$ cat src/rtl/i2c_irq_pkg.sv
package i2c_irq_pkg;
  localparam int NUM_EV = 10;

  localparam int B_DONE   = 0;
  localparam int B_THRESH = 1;
  localparam int B_NACK   = 2;
  localparam int B_TMO    = 3;
  localparam int B_SRDY   = 4;
  localparam int B_RXOVF  = 5;
  localparam int B_TXOVF  = 6;
  localparam int B_RXUNF  = 7;
  localparam int B_ARB    = 9;

  typedef enum logic [1:0] {
    SEL_STATUS = 2'd0,
    SEL_MASK   = 2'd1,
    SEL_ENABLE = 2'd2,
    SEL_DISABLE = 2'd3
  } reg_sel_e;

  // Bits that count as errors for the summary output.
  function automatic logic [NUM_EV-1:0] err_group_mask();
    logic [NUM_EV-1:0] m;
    m = '0;
    m[B_ARB]   = 1'b1;
    m[B_RXUNF] = 1'b1;
    m[B_TXOVF] = 1'b1;
    m[B_RXOVF] = 1'b1;
    m[B_NACK]  = 1'b1;
    return m;
  endfunction

  // Sticky bit update: an event wins over a clear in the same cycle.
  function automatic logic sticky_next(input logic cur, input logic clr, input logic set);
    return set | (cur & ~clr);
  endfunction

  // Mask bit update from separate set and clear strobes.
  function automatic logic mask_next(input logic cur, input logic en, input logic dis);
    return (cur | en) & ~dis;
  endfunction
endpackage

$ cat src/rtl/i2c_irq_events.sv
module i2c_irq_events
  import i2c_irq_pkg::*;
#(
  parameter int DEPTH = 16,
  parameter int GAP   = 2,
  localparam int LVL_W = $clog2(DEPTH + 1)
) (
  input  logic              clk,
  input  logic              rst_n,
  input  logic [LVL_W-1:0]  fifo_level,
  input  logic              rx_push,
  input  logic              host_wr,
  input  logic              host_rd,
  input  logic              ev_done,
  input  logic              ev_nack,
  input  logic              ev_timeout,
  input  logic              ev_slv_ready,
  input  logic              ev_arb_lost,
  output logic [NUM_EV-1:0] ev_vec
);
  localparam logic [LVL_W-1:0] THR_LVL  = LVL_W'(DEPTH - GAP);
  localparam logic [LVL_W-1:0] FULL_LVL = LVL_W'(DEPTH);

  logic [LVL_W-1:0] lvl_q;
  logic thr_hit;
  logic is_full;
  logic is_empty;
  logic rxovf_hit;
  logic txovf_hit;
  logic rxunf_hit;

  always_ff @(posedge clk or negedge rst_n) begin
    if (!rst_n) lvl_q <= '0;
    else        lvl_q <= fifo_level;
  end

  assign is_full   = (fifo_level == FULL_LVL);
  assign is_empty  = (fifo_level == '0);
  assign thr_hit   = (fifo_level == THR_LVL) && (lvl_q != THR_LVL);
  assign rxovf_hit = rx_push & is_full;
  assign txovf_hit = host_wr & is_full;
  assign rxunf_hit = host_rd & is_empty;

  always_comb begin
    ev_vec           = '0;
    ev_vec[B_DONE]   = ev_done;
    ev_vec[B_THRESH] = thr_hit;
    ev_vec[B_NACK]   = ev_nack;
    ev_vec[B_TMO]    = ev_timeout;
    ev_vec[B_SRDY]   = ev_slv_ready;
    ev_vec[B_RXOVF]  = rxovf_hit;
    ev_vec[B_TXOVF]  = txovf_hit;
    ev_vec[B_RXUNF]  = rxunf_hit;
    ev_vec[B_ARB]    = ev_arb_lost;
  end

  // The threshold event can never fire in two cycles back to back.
  assert_thresh_once_R9: assert property (@(posedge clk) disable iff (!rst_n)
    thr_hit |=> !thr_hit);

  // The level input is assumed never to exceed the FIFO depth.
  assert_level_range_R10: assert property (@(posedge clk) disable iff (!rst_n)
    fifo_level <= FULL_LVL);
endmodule

$ cat src/rtl/i2c_irq_status.sv
module i2c_irq_status
  import i2c_irq_pkg::*;
(
  input  logic              clk,
  input  logic              rst_n,
  input  logic [NUM_EV-1:0] set_vec,
  input  logic [NUM_EV-1:0] clr_vec,
  output logic [NUM_EV-1:0] status_q
);
  for (genvar i = 0; i < NUM_EV; i++) begin : g_bit
    always_ff @(posedge clk or negedge rst_n) begin
      if (!rst_n) status_q[i] <= 1'b0;
      else        status_q[i] <= sticky_next(status_q[i], clr_vec[i], set_vec[i]);
    end

    assert_sticky_R3: assert property (@(posedge clk) disable iff (!rst_n)
      (status_q[i] && !clr_vec[i]) |=> status_q[i]);

    assert_w1c_R4: assert property (@(posedge clk) disable iff (!rst_n)
      (clr_vec[i] && !set_vec[i]) |=> !status_q[i]);

    assert_event_wins_R5: assert property (@(posedge clk) disable iff (!rst_n)
      set_vec[i] |=> status_q[i]);
  end
endmodule

$ cat src/rtl/i2c_irq_mask.sv
module i2c_irq_mask
  import i2c_irq_pkg::*;
(
  input  logic              clk,
  input  logic              rst_n,
  input  logic [NUM_EV-1:0] en_vec,
  input  logic [NUM_EV-1:0] dis_vec,
  output logic [NUM_EV-1:0] mask_q
);
  for (genvar i = 0; i < NUM_EV; i++) begin : g_bit
    always_ff @(posedge clk or negedge rst_n) begin
      if (!rst_n) mask_q[i] <= 1'b0;
      else        mask_q[i] <= mask_next(mask_q[i], en_vec[i], dis_vec[i]);
    end

    assert_enable_sets_R6: assert property (@(posedge clk) disable iff (!rst_n)
      (en_vec[i] && !dis_vec[i]) |=> mask_q[i]);

    assert_disable_clears_R7: assert property (@(posedge clk) disable iff (!rst_n)
      dis_vec[i] |=> !mask_q[i]);

    assert_mask_hold_R6: assert property (@(posedge clk) disable iff (!rst_n)
      (!en_vec[i] && !dis_vec[i]) |=> $stable(mask_q[i]));
  end
endmodule

$ cat src/rtl/i2c_irq_ctrl.sv
module i2c_irq_ctrl
  import i2c_irq_pkg::*;
#(
  parameter int DEPTH = 16,
  parameter int GAP   = 2,
  localparam int LVL_W = $clog2(DEPTH + 1)
) (
  input  logic              clk,
  input  logic              rst_n,
  input  logic [LVL_W-1:0]  fifo_level,
  input  logic              rx_push,
  input  logic              host_wr,
  input  logic              host_rd,
  input  logic              ev_done,
  input  logic              ev_nack,
  input  logic              ev_timeout,
  input  logic              ev_slv_ready,
  input  logic              ev_arb_lost,
  input  logic              reg_wr,
  input  logic [1:0]        reg_addr,
  input  logic [NUM_EV-1:0] reg_wdata,
  output logic [NUM_EV-1:0] reg_rdata,
  output logic              irq,
  output logic              err_any
);
  logic [NUM_EV-1:0] ev_vec;
  logic [NUM_EV-1:0] clr_vec;
  logic [NUM_EV-1:0] en_vec;
  logic [NUM_EV-1:0] dis_vec;
  logic [NUM_EV-1:0] status_q;
  logic [NUM_EV-1:0] mask_q;
  logic [NUM_EV-1:0] pending;
  logic wr_status;
  logic wr_enable;
  logic wr_disable;

  assign wr_status  = reg_wr && (reg_addr == SEL_STATUS);
  assign wr_enable  = reg_wr && (reg_addr == SEL_ENABLE);
  assign wr_disable = reg_wr && (reg_addr == SEL_DISABLE);

  assign clr_vec = wr_status  ? reg_wdata : '0;
  assign en_vec  = wr_enable  ? reg_wdata : '0;
  assign dis_vec = wr_disable ? reg_wdata : '0;

  i2c_irq_events #(.DEPTH(DEPTH), .GAP(GAP)) u_events (
    .clk          (clk),
    .rst_n        (rst_n),
    .fifo_level   (fifo_level),
    .rx_push      (rx_push),
    .host_wr      (host_wr),
    .host_rd      (host_rd),
    .ev_done      (ev_done),
    .ev_nack      (ev_nack),
    .ev_timeout   (ev_timeout),
    .ev_slv_ready (ev_slv_ready),
    .ev_arb_lost  (ev_arb_lost),
    .ev_vec       (ev_vec)
  );

  i2c_irq_status u_status (
    .clk      (clk),
    .rst_n    (rst_n),
    .set_vec  (ev_vec),
    .clr_vec  (clr_vec),
    .status_q (status_q)
  );

  i2c_irq_mask u_mask (
    .clk     (clk),
    .rst_n   (rst_n),
    .en_vec  (en_vec),
    .dis_vec (dis_vec),
    .mask_q  (mask_q)
  );

  assign pending = status_q & mask_q;
  assign irq     = |pending;
  assign err_any = |(status_q & err_group_mask());

  always_comb begin
    unique case (reg_addr)
      SEL_STATUS: reg_rdata = status_q;
      SEL_MASK:   reg_rdata = mask_q;
      default:    reg_rdata = '0;
    endcase
  end

  // With no clear and no disable, an asserted interrupt stays asserted.
  assert_irq_level_R8: assert property (@(posedge clk) disable iff (!rst_n)
    (irq && !wr_status && !wr_disable) |=> irq);

  // An event on an enabled bit raises the interrupt at the next edge.
  assert_irq_raise_R8: assert property (@(posedge clk) disable iff (!rst_n)
    (|(ev_vec & mask_q & ~dis_vec)) |=> irq);

  // Only one register strobe of the three can be active at a time.
  assert_one_strobe_R12: assert property (@(posedge clk) disable iff (!rst_n)
    $countones({wr_status, wr_enable, wr_disable}) <= 1);

  // The error output follows an error-class event into the status register.
  assert_err_follow_R11: assert property (@(posedge clk) disable iff (!rst_n)
    (|(ev_vec & err_group_mask())) |=> err_any);
endmodule

$ cat config.mk
export PLATFORM = sky130hd
export DESIGN_NAME = i2c_irq_ctrl
export DESIGN_NICKNAME = d
export VERILOG_FILES = /design/src/rtl/i2c_irq_pkg.sv /design/src/rtl/i2c_irq_events.sv /design/src/rtl/i2c_irq_status.sv /design/src/rtl/i2c_irq_mask.sv /design/src/rtl/i2c_irq_ctrl.sv
export SDC_FILE = /design/constraint.sdc
export NUM_CORES = 1
export LEC_CHECK = 0
export CORE_MARGIN = 8
export CORE_UTILIZATION = 60
export CTS_CLUSTER_DIAMETER = 80
export DETAILED_ROUTE_END_ITERATION = 10
export DONT_BUFFER_PORTS = 1
export PLACE_DENSITY_LB_ADDON = 0.15
export SKIP_CTS_REPAIR_TIMING = 1
export SYNTH_ARGS = -nofsm -noshare
export SYNTH_HDL_FRONTEND = slang
export SYNTH_SLANG_ARGS = --single-unit
$ cat constraint.sdc
create_clock -name clk -period 2.2 [get_ports clk]
set_clock_uncertainty 0.2 [all_clocks]
set_input_delay 0.44 -clock clk [delete_from_list [all_inputs] [get_ports clk]]
set_output_delay 0.44 -clock clk [all_outputs]
set_load 0.03 [all_outputs]
# Word level (Yosys, flattened, before mapping)
# Index checks and enable logic that the tools add are counted.
dict set report word_totals {
  wordCells 102
  regBits 25
  output_inout_bits 12
  in_bits 28
}
dict set report op_classes {
  n_bitwise 63
  n_mux 4
  eq_ne 6
  reduce_logical 8
}
# cell count
set ops {}
lappend ops {{10-bit two-way mux} 3}
lappend ops {{1-bit AND} 23}
lappend ops {{1-bit inverter} 20}
lappend ops {{10-bit case mux with 2 select lines} 1}
lappend ops {{1-bit OR} 19}
lappend ops {{10-bit AND} 1}
lappend ops {{10-bit OR reduction} 1}
lappend ops {{5-bit by 4-bit == test with 1-bit output (second input constant)} 1}
lappend ops {{5-bit == test (second input constant)} 1}
lappend ops {{5-bit zero test} 1}
lappend ops {{5-bit by 4-bit inequality test with 1-bit output (second input constant)} 1}
lappend ops {{5-bit OR reduction} 1}
lappend ops {{2-bit == test (second input constant)} 2}
lappend ops {{1-bit logical AND} 4}
lappend ops {{2-bit by 1-bit == test with 1-bit output (second input constant)} 1}
lappend ops {{2-bit zero test} 1}

# Logic depth before layout (Yosys ltp)
# Gate-level depths: netlist (run 1).
dict set report logic_depth {
  ltp_word 6
  ltp_mapped 4
  depth_no_buf 3
}

# Modules after synthesis
# From an unflattened synthesis (run 1), not the netlist that was laid out.
dict set report unflattened {
  cells_unflattened 139
  hier_area_um2 1411.4
}
# mod instances seq_area_each_um2 cells_per_inst area_each_um2
set by_module_without_submodules {}
lappend by_module_without_submodules {i2c_irq_ctrl 1 0.0 66 429.2}
lappend by_module_without_submodules {i2c_irq_status 1 250.2 30 362.8}
lappend by_module_without_submodules {i2c_irq_mask 1 250.2 20 350.3}
lappend by_module_without_submodules {i2c_irq_events 1 125.1 23 269.0}

# Least setup slack after synthesis (run 1)
# No wires, ideal clock.
dict set report synth_path {
  path_kind {input to output}
  from {in reg_addr[0]}
  to {out reg_rdata[0]}
  required_ps 1560
  cell_stages 3
  arrival_ps 1136
  path_slack_ps 424
  path_buffers 1
  path_cell_list {buf_4 > mux2i_1 > nor2_1}
}
dict set report synth_between {
  elab_chain_len 2
  word_cells_on_any_way 3
  classes_between {1 x eq/ne; 1 x mux; 1 x reduce/logical}
}
# item line_no
set synth_lines {}
lappend synth_lines {{start, declared} i2c_irq_ctrl.sv:20} ;# input logic [1:0] reg_addr,
lappend synth_lines {{2-bit by 1-bit == test with 1-bit output / 2-bit zero test (equally long branches)} i2c_irq_ctrl.sv:81} ;# unique case (reg_addr)
lappend synth_lines {{10-bit case mux with 2 select lines (*)} i2c_irq_ctrl.sv:81}
lappend synth_lines {{end, declared} i2c_irq_ctrl.sv:22} ;# output logic [NUM_EV-1:0] reg_rdata,
# Mark *: on every way between the ends. The rest lies on a longest branch, timed or not.

# Final worst setup path (run 1)
dict set report layout_path {
  from {reg u_mask.mask_q[4]}
  to {out irq}
}
dict set report layout_between {
  elab_chain_len 2
}
# item line_no
set layout_lines {}
lappend layout_lines {{start, declared} i2c_irq_mask.sv:8} ;# output logic [NUM_EV-1:0] mask_q
lappend layout_lines {{start signal, assigned by index} i2c_irq_mask.sv:13} ;# else mask_q[i] <= mask_next(mask_q[i], en_vec[i], dis_vec[i]);
lappend layout_lines {{10-bit AND} i2c_irq_ctrl.sv:76} ;# assign pending = status_q & mask_q;
lappend layout_lines {{10-bit OR reduction} i2c_irq_ctrl.sv:77} ;# assign irq = |pending;
lappend layout_lines {{end, declared} i2c_irq_ctrl.sv:23} ;# output logic irq,
# Every way passes these cells.

==> results of run 1 <==
==> synthesized netlist by cell type, types with 3 or more instances <==
cell type / instances / area [um2]
a31oi_1: 10 / 62.56
nand2_1: 10 / 37.54
a21o_1: 5 / 37.54
dfrtp_1: 25 / 625.6
nor2_1: 13 / 48.80
a21oi_1: 10 / 50.05
mux2i_1: 10 / 100.1
a22o_1: 3 / 26.28
a22oi_1: 3 / 22.52
==> final cells by class <==
type	count	area, um2
fillers	119	375.4
flip-flops and latches	25	625.6
repair buffers	21	212.7
clock inverters	1	5.005
well taps	25	31.28
clock buffers	3	22.52
multi-input cells	76	491.7
==> final timing paths <==
kind | startpoint | to | slack, ns | depth (start not counted)
min | reg_addr[0] | u_mask.mask_q[2] | 0.002 | 1
max in group asynchronous | rst_n | u_status.status_q[8] | 1.30 | 2
min reg2reg | u_status.status_q[0] | u_status.status_q[0] | 0.33 | 1
max | u_mask.mask_q[4] | irq | 0.008 | 3
max reg2reg | u_mask.mask_q[3] | u_mask.mask_q[3] | 0.72 | 3
min in group asynchronous | rst_n | u_mask.mask_q[1] | 0.35 | 2
==> worst max-delay path: stages (launching register included) <==
cell      delay (ns)
dfrtp_1         0.41
a22o_1          0.25
a221oi_2        0.20
nand4_1         0.37
==> state kept, by name, indices dropped and copies added, names as in the netlist <==
| register | count |
|---|---|
| u_events.lvl_q | 5 |
| u_mask.mask_q | 10 |
| u_status.status_q | 10 |
==> metrics by stage <==
stage,utilization [%],TNS [ns],power [mW]
CTS,67.16,-0.06498,0.9148
finish,78.72,0,0.9588
detailed placement,65.60,0,0.7130
global route,78.72,-0.06124,1.006
global placement,65.60,0,0.7045
floorplan,-,0,0.6888
==> power breakdown <==
group,leakage [nW],switching [mW],internal (mW),total [mW]
sequential,0.280,0.0454,0.509,0.555
combinational,0.283,0.109,0.0920,0.201
clock,0.0177,0.134,0.0682,0.203
==> kinds of logic (layout without fill, tap and decap cells) <==
| group | Yosys count | count (layout) |
|---|---|---|
| compound gates | 35 | 35 |
| buf+inv | 5 | 25 |
| simple gates | 31 | 31 |
| flops | 25 | 25 |
| mux | 10 | 10 |
==> per-layer routing <==
| metal | global-route usage (%) | up-vias | routed length, um |
|---|---|---|---|
| li1 | - | 434 | - |
| met3 | 6.725 | 4 | 313 |
| met2 | 24.50 | 46 | 1428 |
| met4 | 6.122 | 0 | 26 |
| met5 | 0 | - | 0 |
| met1 | 19.23 | 466 | 1235 |
==> metrics, run 1 <==
Adder-Cell Fraction of Synth Area 0%; final net count 155; Worst Setup Start Kind flip-flop; final worst slack ~0.0084 ns; Syn Nets 134; Syn Area/Cell 10.74 um2; initial DRC count 43; initial antenna violation count 0; Port Buffers 0; first-pass GRT wire length 4236 um; Period minus WS final 2.192 ns; fin. max-slew vios 0; CTS tree yes; register area share after synthesis a little over half; remaining global-route overflow 0; Placed Instance Area between 0.001 and 0.0015 mm2; synth warn 0; Post-Synth Simple-Gate Area 13.30%; core area roughly 0.0018 mm2; CTS clock-pin slew for the worst setup and hold paths 0.13 ns; CTS root buf clkbuf_4; main flop type after synthesis dfrtp_1; Routed WL 3003 um; Detail Route Antenna Nets 0; dpl hpwl 1977 um; total number of vias 950; Synth Area in Compound Gates 20.55%; commonest cells after routing, fill and taps aside dfrtp_1 (25), dlygate4sd3_1 (17), nor2_1 (13); synthesized flop and latch total 25; Leakage 0.5806 nW; clock sink total 25; CP arrival 1.55 ns; CTS buffer count 3; crit path kind flip-flop to output pin; worst slew pin tran 0.6056 ns; setup repair after global routing missed its margin yes; vias in the first global route ~870; area grow syn2layout 21.98%; most common cell after layout, fill and taps aside dfrtp_1; die area between 0.003 and 0.004 mm2; Slew headroom between 50% and 60%; Async SR Flop Fraction 100.0%; layout cells sized above 1 7.937%; dpl ws 0.3050 ns; vias per cell roughly 6.3; placed cells 128; Post-Synth XOR/XNOR Area 0%; largest net degree at the start of global routing 26; ant diodes 0; clock latency on the worst-skew pair 0.32 ns; synthesized area 0.001139 mm2; worst-path fanout max 2; gp weighted congestion 0.7854; Synth cell types 22; Final Hold Viols 0; DRT Pass-1 Iters 4; WL per Instance 19.89 um; drt drc 0; EDFF count, synth 0; Ports 40; CTS HTree Levels 1; highest clock rate approximately 0.46 GHz; DIE WIDTH 59.56 um; Min Hold Slack 0.002130 ns; Finished Cell Area 0.001389 mm2; GR Util All Layers 15.97%; Synth Instances around 110; largest family of logic cells by synthesized area compound AO/OA/AOI/OAI gates; starting density of the core 64.54%; crit share post-route 99.62%; multiplexer area fraction after synthesis under 10%; CP Capture Type output pin; FP Rows 15; fin cells about 150; hold crit path type input pin to flip-flop; clock tree buffer depth 2; final setup violation count 0; die height 59.56 um; Worst EP required about 1.6 ns; VDD IR max about 0.43 mV; Cell Pwr Density 690.4 mW/mm2; status completed; max_cap viols 0
(Power assumes the default switching activity.)
==> inputs of run 2 (changes only) <==
Settings changed: ABC_AREA set to 1, GPL_ROUTABILITY_DRIVEN set to 0.
==> run 2 against run 1 <==
- non-clock buffer count down 9
- fmax increased by 11%
- count of clock-buffer cells in the layout grew 1
- clock power hardly changed
- first-iteration DRC count is 28% higher
- die area rose by 7.1%
- setup slack gained 0.21 ns
- critical endpoint unchanged
- largest power group unchanged
- highest routed layer unchanged
==> metrics, run 2 <==
clock tree buffer depth 2; largest family of logic cells by synthesized area simple AND/OR/NAND/NOR gates; Post-Synth Simple-Gate Area 31.83%; CTS clock-pin slew for the worst setup and hold paths 0.13 ns; CP arrival 1.34 ns; ant diodes 0; Logic pwr share 21.1%; Synth top area share 50.05%; crit share post-route 89.97%; area grow syn2layout 12.31%; starting density of the core 63.71%; final core area utilization 71.56%; Adder-Cell Fraction of Synth Area 0%; CTS root buf clkbuf_4; Cell Pwr Density ~670 mW/mm2; Synth Instances 167; clock sink total 25; Clk pwr share 21.1%; first-pass GRT wire length ~5000 um; Pint 0.6448 mW; Period minus WS final 1.979 ns; setup repair after global routing missed its margin no; Port Buffers 0; initial antenna violation count 0; final setup violation count 0; Flop pwr share 57.8%; multiplexer area fraction after synthesis 0%; max_cap viols 0; core area 0.001962 mm2; die area 0.003799 mm2; Leakage between 0.7 and 0.8 nW; drt drc 0; dpl hpwl ~2200 um; vias in the first global route 1107; list of most frequent post-synthesis cells nand2_1 (55), dfrtp_1 (25), inv_1 (24); Worst Setup Start Kind flip-flop; Syn Nets just under 200; most frequent cell after synthesis nand2_1; register area share after synthesis between 50% and 60%; main flop type after synthesis dfrtp_1; crit path kind flip-flop to output pin; CTS tree yes; dpl ws 0.4722 ns; Final Hold Viols 0; vias per cell 5.607; CTS HTree Levels 1; Synth Area in Compound Gates 8.809%; synthesized area 0.001250 mm2; layout cells sized above 1 6.145%; total number of vias around 1200; Synth cell types 14; status completed; highest clock rate 0.5052 GHz; CTS buffer count 3; overall power 0.9463 mW; die height ~60 um; commonest cells after routing, fill and taps aside nand2_1 (55), dfrtp_1 (25), inv_1 (24), nand3_1 (22), o21ai_0 (12); EDFF count, synth 0; worst-path fanout max 3; Syn Area/Cell 7.485 um2; largest net degree at the start of global routing 26; area leader, netlist dfrtp_1; DRT Pass-1 Iters 4; Most Crowded Layer GR met2; top cells by area, synth dfrtp_1 (50%), nand2_1 (17%), nand3_1 (8.8%), inv_1 (7.2%), o21ai_0 (4.8%); GR Util met3 4.802%; Routed WL 3283 um; Min Hold Slack 0.01894 ns; initial DRC count 55; fin. max-slew vios 0; Detail Route Antenna Nets 0; Async SR Flop Fraction 100.0%; synthesized flop and latch total 25; clock latency on the worst-skew pair 0.31 ns; WL per Instance approximately 16 um; GR Util All Layers 17.22%; remaining global-route overflow 0; Largest regs u_mask.mask_q: 10 flops, u_status.status_q: 10 flops, u_events.lvl_q: 5 flops; Post-Synth XOR/XNOR Area 0%; most common cell after layout, fill and taps aside nand2_1; TNS Setup 0 ns; met1 usage 19.95%; worst slew pin tran 0.3845 ns; GR Util met2 29.99%; CP Capture Type output pin; switching part of the total power 31.87%; hold crit path type input pin to flip-flop; VDD IR max between 0.4 and 0.5 mV; FP Rows 16; sw power 0.3016 mW; DIE WIDTH a little over 60 um; Worst EP required 1.56 ns; synth warn 0; Slew headroom around three quarters; Ports 40; final net count 208; final worst slack 0.2207 ns
==> run 2: logic make-up after synthesis <==
group	Yosys count
AOI/OAI and AO/OA	22
buffers and inverters	28
DFF	25
and+or+nand+nor	92
==> run 2: final cells by class <==
| class | count | area [um2] |
|---|---|---|
| timing repair buffer | 12 | 120.1 |
| tap | 27 | 33.78 |
| sequential | 25 | 625.6 |
| multi-input combinational | 114 | 508.0 |
| clock buffer | 4 | 26.28 |
| inverter | 24 | 90.09 |
| fill | 173 | 558.0 |
==> run 2: power groups by stage <==
| stage | clock network (mW) | registers (mW) | logic, mW |
|---|---|---|---|
| 2_1_floorplan | 0 | 0.543 | 0.149 |
| 3_3_place_gp | 0 | 0.551 | 0.169 |
| 3_5_place_dp | 0 | 0.555 | 0.176 |
| 4_1_cts | 0.205 | 0.546 | 0.176 |
| 5_1_grt | 0.221 | 0.554 | 0.225 |
| 6_report | 0.200 | 0.547 | 0.200 |
==> run 2: worst paths after layout <==
path,start,to,slack [ns],depth (start not counted)
worst max-delay path,u_status.status_q[0],irq,0.22,4
worst min-delay path,ev_done,u_status.status_q[0],0.02,2
worst max register to register,u_events.lvl_q[3],u_status.status_q[1],1.18,5
worst min register to register,u_status.status_q[2],u_status.status_q[2],0.32,2
max in group asynchronous,rst_n,u_mask.mask_q[9],1.31,2
min in group asynchronous,rst_n,u_events.lvl_q[1],0.35,2
==> run 2: metrics by stage <==
step	cell area (um2)	cells
after floorplan	1250	167
after global placement	1287	194
after detailed placement	1287	194
after CTS	1314	198
after global routing	1404	206
final	1404	206
==> run 2: metal layers <==
layer  share of wire, %  vias to the layer above  wire, um
li1                   -                      550         -
met1                 38                      546      1238
met2                 51                       53      1688
met3                9.2                        6       303
met4                1.6                        0        53
met5                  0                        -         0
==> run 2: worst max-delay path, stage by stage, from the launching register on <==
cell and delay, ns:
dfrtp_1 0.42, nand2_1 0.10, nand2_1 0.06, nor2_1 0.12, nand3_1 0.32
